==> src/rtl/shr_pkg.sv <==
package shr_pkg;
   typedef enum logic [1:0] {
      OP_IDLE = 2'b00,
      OP_ADD  = 2'b01,
      OP_CLR  = 2'b10,
      OP_EXP  = 2'b11
   } shr_op_e;

   typedef enum logic [1:0] {
      MD_PTR = 2'b00,
      MD_CRS = 2'b01
   } shr_mode_e;

   localparam int MODE_W = 2;
endpackage

==> src/rtl/shr_ptr_store.sv <==
module shr_ptr_store
   import shr_pkg::*;
#(
   parameter int NUM_CORES = 64,
   parameter int PTR_W     = 6,
   parameter int NUM_PTR   = 5,
   parameter int CNT_W     = 3,
   parameter int BODY_W    = 30,
   parameter int CRS_W     = 16,
   parameter int GRP_LG    = 2
) (
   input  logic              clk,
   input  logic              rst_n,
   input  logic [1:0]        op_i,
   input  logic [PTR_W-1:0]  core_i,
   output shr_mode_e         mode_o,
   output logic [CNT_W-1:0]  cnt_o,
   output logic [BODY_W-1:0] body_o
);
   localparam int CIDX_W = $clog2(CRS_W);

   shr_mode_e         mode_q, mode_n;
   logic [CNT_W-1:0]  cnt_q, cnt_n;
   logic [BODY_W-1:0] body_q, body_n;
   logic              hit;
   logic [CRS_W-1:0]  own_grp;
   logic [CRS_W-1:0]  spread;

   function automatic logic [CIDX_W-1:0] grp_of(input logic [PTR_W-1:0] c);
      grp_of = CIDX_W'(c >> GRP_LG);
   endfunction

   // duplicate match and group closure of the current slots
   always_comb begin
      hit     = 1'b0;
      own_grp = '0;
      own_grp[grp_of(core_i)] = 1'b1;
      spread  = own_grp;
      for (int i = 0; i < NUM_PTR; i++) begin
         if (CNT_W'(i) < cnt_q && body_q[i*PTR_W +: PTR_W] == core_i)
            hit = 1'b1;
         spread[grp_of(body_q[i*PTR_W +: PTR_W])] = 1'b1;
      end
   end

   always_comb begin
      mode_n = mode_q;
      cnt_n  = cnt_q;
      body_n = body_q;
      case (shr_op_e'(op_i))
         OP_ADD: begin
            if (mode_q == MD_CRS) begin
               body_n = body_q | BODY_W'(own_grp);
            end else if (!hit) begin
               if (cnt_q < CNT_W'(NUM_PTR)) begin
                  for (int i = 0; i < NUM_PTR; i++)
                     if (CNT_W'(i) == cnt_q) body_n[i*PTR_W +: PTR_W] = core_i;
                  cnt_n = cnt_q + 1'b1;
               end else begin
                  mode_n = MD_CRS;
                  body_n = BODY_W'(spread);
               end
            end
         end
         OP_CLR: begin
            mode_n = MD_PTR;
            cnt_n  = '0;
            body_n = '0;
         end
         default: ;
      endcase
   end

   always_ff @(posedge clk) begin
      if (!rst_n) begin
         mode_q <= MD_PTR;
         cnt_q  <= '0;
         body_q <= '0;
      end else begin
         mode_q <= mode_n;
         cnt_q  <= cnt_n;
         body_q <= body_n;
      end
   end

   assign mode_o = mode_q;
   assign cnt_o  = cnt_q;
   assign body_o = body_q;


   slot_range_chk: assert property (@(posedge clk) disable iff (!rst_n)
      cnt_q <= CNT_W'(NUM_PTR));


   dup_hold_chk: assert property (@(posedge clk) disable iff (!rst_n)
      (op_i == OP_ADD && mode_q == MD_PTR && hit) |=> ($stable(cnt_q) && $stable(body_q)));


   ovf_conv_chk: assert property (@(posedge clk) disable iff (!rst_n)
      (op_i == OP_ADD && mode_q == MD_PTR && !hit && cnt_q == CNT_W'(NUM_PTR))
      |=> mode_q == MD_CRS);


   crs_sticky_chk: assert property (@(posedge clk) disable iff (!rst_n)
      (mode_q == MD_CRS && op_i != OP_CLR) |=> mode_q == MD_CRS);


   clr_empty_chk: assert property (@(posedge clk) disable iff (!rst_n)
      op_i == OP_CLR |=> (mode_q == MD_PTR && cnt_q == '0));
endmodule

==> src/rtl/shr_expand.sv <==
module shr_expand
   import shr_pkg::*;
#(
   parameter int NUM_CORES = 64,
   parameter int PTR_W     = 6,
   parameter int NUM_PTR   = 5,
   parameter int CNT_W     = 3,
   parameter int BODY_W    = 30,
   parameter int GRP_LG    = 2
) (
   input  shr_mode_e             mode_i,
   input  logic [CNT_W-1:0]      cnt_i,
   input  logic [BODY_W-1:0]     body_i,
   output logic [NUM_CORES-1:0]  mask_o,
   output logic                  exact_o
);
   always_comb begin
      mask_o = '0;
      if (mode_i == MD_CRS) begin
         for (int c = 0; c < NUM_CORES; c++)
            mask_o[c] = body_i[c >> GRP_LG];
      end else begin
         for (int i = 0; i < NUM_PTR; i++)
            if (CNT_W'(i) < cnt_i)
               mask_o[body_i[i*PTR_W +: PTR_W]] = 1'b1;
      end
   end

   assign exact_o = (mode_i != MD_CRS);
endmodule

==> src/rtl/shr_vec_store.sv <==
module shr_vec_store
   import shr_pkg::*;
#(
   parameter int NUM_CORES = 16,
   parameter int PTR_W     = 4
) (
   input  logic                 clk,
   input  logic                 rst_n,
   input  logic [1:0]           op_i,
   input  logic [PTR_W-1:0]     core_i,
   output logic [NUM_CORES-1:0] mask_o
);
   logic [NUM_CORES-1:0] vec_q;

   always_ff @(posedge clk) begin
      if (!rst_n)
         vec_q <= '0;
      else if (op_i == OP_CLR)
         vec_q <= '0;
      else if (op_i == OP_ADD)
         vec_q[core_i] <= 1'b1;
   end

   assign mask_o = vec_q;


   vec_clr_chk: assert property (@(posedge clk) disable iff (!rst_n)
      op_i == OP_CLR |=> vec_q == '0);


   vec_add_chk: assert property (@(posedge clk) disable iff (!rst_n)
      op_i == OP_ADD |=> vec_q[$past(core_i)]);
endmodule

==> src/rtl/shr_rec_enc.sv <==
module shr_rec_enc
   import shr_pkg::*;
#(
   parameter int NUM_CORES = 64,
   parameter int REC_W     = 32,
   parameter int CRS_W     = 16
) (
   input  logic                          clk,
   input  logic                          rst_n,
   input  logic [1:0]                    cmd_op,
   input  logic [$clog2(NUM_CORES)-1:0]  cmd_core,
   output logic                          exp_valid,
   output logic [NUM_CORES-1:0]          exp_mask,
   output logic                          exp_exact
);
   localparam int PTR_W   = $clog2(NUM_CORES);
   localparam int BODY_W  = REC_W - MODE_W;
   localparam int NUM_PTR = BODY_W / PTR_W;
   localparam int CNT_W   = $clog2(NUM_PTR + 1);
   localparam int GRP_SZ  = NUM_CORES / CRS_W;
   localparam int GRP_LG  = $clog2(GRP_SZ);
   localparam bit USE_VEC = (NUM_CORES <= REC_W);

   logic [NUM_CORES-1:0] mask_c;
   logic                 exact_c;

   if ((1 << PTR_W) != NUM_CORES || NUM_CORES < 2) begin : g_bad_cores
      $error("NUM_CORES must be a power of two of at least 2");
   end

   if (USE_VEC) begin : g_vec
      shr_vec_store #(
         .NUM_CORES (NUM_CORES),
         .PTR_W     (PTR_W)
      ) u_vec (
         .clk    (clk),
         .rst_n  (rst_n),
         .op_i   (cmd_op),
         .core_i (cmd_core),
         .mask_o (mask_c)
      );
      assign exact_c = 1'b1;
   end else begin : g_wide
      shr_mode_e         mode_w;
      logic [CNT_W-1:0]  cnt_w;
      logic [BODY_W-1:0] body_w;

      if (NUM_PTR < 1) begin : g_bad_ptr
         $error("record too narrow for one pointer");
      end
      if (CRS_W < 2 || CRS_W > BODY_W || (1 << $clog2(CRS_W)) != CRS_W
          || GRP_SZ * CRS_W != NUM_CORES) begin : g_bad_crs
         $error("CRS_W must be a power of two dividing NUM_CORES and fit the record");
      end

      shr_ptr_store #(
         .NUM_CORES (NUM_CORES),
         .PTR_W     (PTR_W),
         .NUM_PTR   (NUM_PTR),
         .CNT_W     (CNT_W),
         .BODY_W    (BODY_W),
         .CRS_W     (CRS_W),
         .GRP_LG    (GRP_LG)
      ) u_store (
         .clk    (clk),
         .rst_n  (rst_n),
         .op_i   (cmd_op),
         .core_i (cmd_core),
         .mode_o (mode_w),
         .cnt_o  (cnt_w),
         .body_o (body_w)
      );

      shr_expand #(
         .NUM_CORES (NUM_CORES),
         .PTR_W     (PTR_W),
         .NUM_PTR   (NUM_PTR),
         .CNT_W     (CNT_W),
         .BODY_W    (BODY_W),
         .GRP_LG    (GRP_LG)
      ) u_expand (
         .mode_i  (mode_w),
         .cnt_i   (cnt_w),
         .body_i  (body_w),
         .mask_o  (mask_c),
         .exact_o (exact_c)
      );


      ptr_count_chk: assert property (@(posedge clk) disable iff (!rst_n)
         (exp_valid && exp_exact) |-> $countones(exp_mask) <= NUM_PTR);
   end

   always_ff @(posedge clk) begin
      if (!rst_n) begin
         exp_valid <= 1'b0;
         exp_mask  <= '0;
         exp_exact <= 1'b1;
      end else begin
         exp_valid <= (cmd_op == OP_EXP);
         if (cmd_op == OP_EXP) begin
            exp_mask  <= mask_c;
            exp_exact <= exact_c;
         end
      end
   end


   exp_src_chk: assert property (@(posedge clk) disable iff (!rst_n)
      exp_valid |-> $past(cmd_op) == OP_EXP);


   exp_rise_chk: assert property (@(posedge clk) disable iff (!rst_n)
      cmd_op == OP_EXP |=> exp_valid);


   exp_hold_chk: assert property (@(posedge clk) disable iff (!rst_n)
      cmd_op != OP_EXP |=> $stable(exp_mask));
endmodule

==> config.mk <==
export PLATFORM = sky130hd
export DESIGN_NAME = shr_rec_enc
export DESIGN_NICKNAME = d
export VERILOG_FILES = /design/src/rtl/shr_pkg.sv /design/src/rtl/shr_ptr_store.sv /design/src/rtl/shr_expand.sv /design/src/rtl/shr_vec_store.sv /design/src/rtl/shr_rec_enc.sv
export SDC_FILE = /design/constraint.sdc
export NUM_CORES = 1
export LEC_CHECK = 0
export ABC_AREA = 1
export BUFFER_PORTS_ARGS = -buffer_cell sky130_fd_sc_hd__buf_4
export CAP_MARGIN = 10
export CORE_MARGIN = 5
export CORE_UTILIZATION = 25
export DETAILED_ROUTE_END_ITERATION = 10
export PLACE_DENSITY_LB_ADDON = 0.25
export SLEW_MARGIN = 20
export SYNTH_ARGS = -nofsm -noshare
export SYNTH_HDL_FRONTEND = slang
export SYNTH_SLANG_ARGS = --single-unit
==> constraint.sdc <==
create_clock -name clk -period 2.6 [get_ports clk]
set_input_delay 0.39 -clock clk [delete_from_list [all_inputs] [get_ports clk]]
set_output_delay 0.39 -clock clk [all_outputs]
set_load 0.005 [all_outputs]
==> summary.md <==
| Metric | Value |
|---|---|
| Antenna violations before repair | 1 |
| Post-route standard cell area excluding fillers | 0.00987 sq mm |
| Post-Syn Nets | 1412 |
| Cell chain of the critical path | a21oi_1 -> buf_4 -> nor2_1 -> inv_1 -> nor2_1 -> inv_1 -> o21ai_0 -> o21ai_1 -> a21oi_1 |
| Hold crit path type | reg -> reg |
| Critical Path Max Stage Delay | 0.62 ns |
| Hold violation total from the final report | 0 |
| Highest-delay cell along the critical path | dfxtp_1 |
| Setup repair after global routing missed its margin | no |
| Category of the worst setup path capture point | flop |
| Total overflow reported by the global router | 0 |
| Clock transition at the register clock pins on the worst setup and hold paths after CTS | 0.08 ns |
| CTS Buf Count | 9 |
| Headroom to the max-slew limit | 0.409 |
| Via-per-instance ratio | 5.39 |
| Clk sinks | 100 |
| Syn. warnings | 0 |
| Average detailed-routed wire length per instance | 22.3 um |
| Count of maximum capacitance violations | 0 |
| Insertion delay to the later sink of the worst-skew pair | 0.39 ns |
| Worst Max-Slew Pin Slew | 0.878 ns |
| Cell row count | 66 |
| HPWL after DPL | 33.6 mm |
| I/O pins | 76 |
| CTS tree | built |
| Clk root buf | clkbuf_16 |
| Via count of the first global-routing pass | 9972 |
| Number of buffers added for setup after CTS | 0 |
| Status | complete, no violations |
| Commonest non-fill, non-tap cells in the layout | nand2_1 (433), nor2_1 (164), buf_4 (158) |
| DRC violations left | 0 |
| Die Y-Extent | 190 um |
| Post-Place Cell Area | 0.00956 sq mm |
| Port-buffer cells | 75 |
| Sort of element at the start of the critical path | flop |
| First DRT Iteration DRCs | 1295 |
| Post-route clock period utilization | 0.920 |
| Fraction of registers with async set or reset after synthesis | 0 |
| Type of the worst setup path | reg -> reg |
| Global-route usage over all layers | 0.235 |
| Sequential area share after synthesis | 0.247 |
| Core region area | 0.0323 sq mm |
| Worst Path Required | 2.91 ns |
| Remaining antenna violation count after routing | 0 |
| Number of levels in the clock H-tree | 3 |
| Synth Cell Area | 0.00810 sq mm |
| Maximum fanout encountered on the critical timing path | 7 |
| Number of antenna cells inserted | 0 |
| Crit path time final | 2.39 ns |
| Number of enable-type register cells in the synthesized netlist | 0 |
| Worst ir drop on vdd | 0.345 mV |
| Worst Clk Skew | 0.0127 ns |
| Leading cell type in the layout, fill and taps excluded | nand2_1 |
| First-pass GRT wire length | 64.3 mm |
| Worst-case clock buffer depth | 2 |
| Pin count of the biggest net entering global routing | 45 |
| Total power | 4.90 mW |
| Post-synthesis cell count | 1396 |
| Overall via count from detail_route | 10493 |
| Final-stage net count | 1514 |
| Effective utilization at floorplan | 0.251 |
| Synthesized flop and latch total | 100 |
| Achievable frequency | 0.418 GHz |
| Most instantiated flip-flop cell in the synthesis netlist | dfxtp_1 |
| Mean cell area of the mapped netlist | 5.80 sq um |
| Horizontal die dimension | 190 um |
| Number of endpoints failing setup at the final stage | 0 |
| Relative area change from synthesis to final layout | 21.8% |
| Arrival time at the worst endpoint | 2.71 ns |
| Accumulated negative setup slack | 0 ns |
| Final Max Slew Viols | 0 |
| Final RePlAce weighted congestion | 1.04 |
| Router iterations before antenna repair | 8 |
| # fillers | 3713 |
| Cell Pwr Density | 497 mW/mm^2 |
| Routed wire length | 43.3 mm |
| Floorplan die area | 0.0361 sq mm |
| Library cells used by synthesis | 36 |
| Leakage power | 4.28 nW |
| Share of cells above drive strength 1 | 0.133 |
==> what timing repair did <==
action | CTS | global route
gates resized for setup | 0 | 1
hold buffers | 0 | 0
setup endpoints to repair | 0 | 6
==> flip-flops by register name, indices dropped and copies added, names as in the netlist <==
| name | cells |
|---|---|
| exp_mask | 64 |
| g_wide.u_store.body_o | 30 |
| g_wide.u_store.cnt_o | 3 |
| exp_exact | 1 |
| exp_valid | 1 |
| g_wide.u_store.mode_o | 1 |
==> where the power goes <==
part	switching [mW]	leakage, nW	internal (mW)
clock network	0.703	0.149	0.761
logic	1.18	3.32	0.483
registers	0.147	0.816	1.63
total	2.03	4.28	2.88
==> synth_stat cells, types with 3 or more instances <==
library cell	count	area, sq um
o221ai_1	37	324
o31ai_1	11	82.6
nand3_1	36	180
nand3_2	4	40.0
o21ai_0	88	440
nor2_1	164	616
inv_1	136	510
clkinv_1	3	11.3
a21oi_1	137	686
buf_2	24	120
buf_1	7	26.3
nor3_2	4	40.0
xor2_1	6	52.6
nand2_1	433	1630
nand4_1	24	150
clkbuf_1	36	135
xnor2_1	8	70.1
a31oi_1	3	18.8
o22ai_1	26	163
o211ai_1	18	135
o2111ai_1	20	175
a22oi_1	16	120
ha_1	6	75.1
nor4_2	5	62.6
nor3_1	25	125
o21ai_1	6	30.0
dfxtp_1	100	2000
inv_2	5	18.8
==> kinds of logic after synthesis <==
family | after synthesis | synth area share
compound gates | 365 | 0.271
fa+ha+maj | 6 | 0.00926
xor+xnor | 14 | 0.0151
flops | 100 | 0.247
buf+inv | 211 | 0.101
simple gates | 700 | 0.356
==> area by class of cell <==
cell class	instances	area, sq um	share of cell area
sequential	100	2000	0.203
tap	442	553	0.0560
clock inverter	7	80.1	0.00811
timing repair buffer	158	1190	0.120
multi-input combinational	1085	5290	0.535
clock buffer	9	225	0.0228
inverter	144	541	0.0547
==> stage by stage <==
step	hold slack, ns	setup slack, ns	util	instances
floorplan	0.462	0.833	-	1396
global placement	0.454	0.174	0.296	1929
detailed placement	0.456	0.203	0.296	1929
CTS	0.468	0.190	0.306	1945
global route	0.477	0.0439	0.306	1945
finish	0.465	0.209	0.306	1945
==> path summary, 6_finish.rpt <==
path,slack [ns],depth (start not counted),endpoint,start
hold reg to reg,0.46,2,exp_mask[29],exp_mask[29]
setup reg to reg,0.21,9,exp_mask[25],g_wide.u_store.cnt_o[0]
hold / removal,0.46,2,exp_mask[29],exp_mask[29]
setup / recovery,0.21,9,exp_mask[25],g_wide.u_store.cnt_o[0]
==> worst max-delay path, delay by kind of cell, from the launching register on <==
kind / cells / cell delay (ns)
and+or+nand+nor: 2 / 0.40
buffers and inverters: 3 / 0.61
AOI/OAI and AO/OA: 4 / 0.67
DFF: 1 / 0.62
==> per-layer routing <==
layer / GRT usage / up-vias / part of all wire
met5: 0 / - / 0.00030
met2: 0.366 / 593 / 0.44
met3: 0.0470 / 133 / 0.093
met1: 0.318 / 4867 / 0.43
li1: - / 4898 / -
met4: 0.0965 / 2 / 0.041
(Power assumes the default switching activity.)
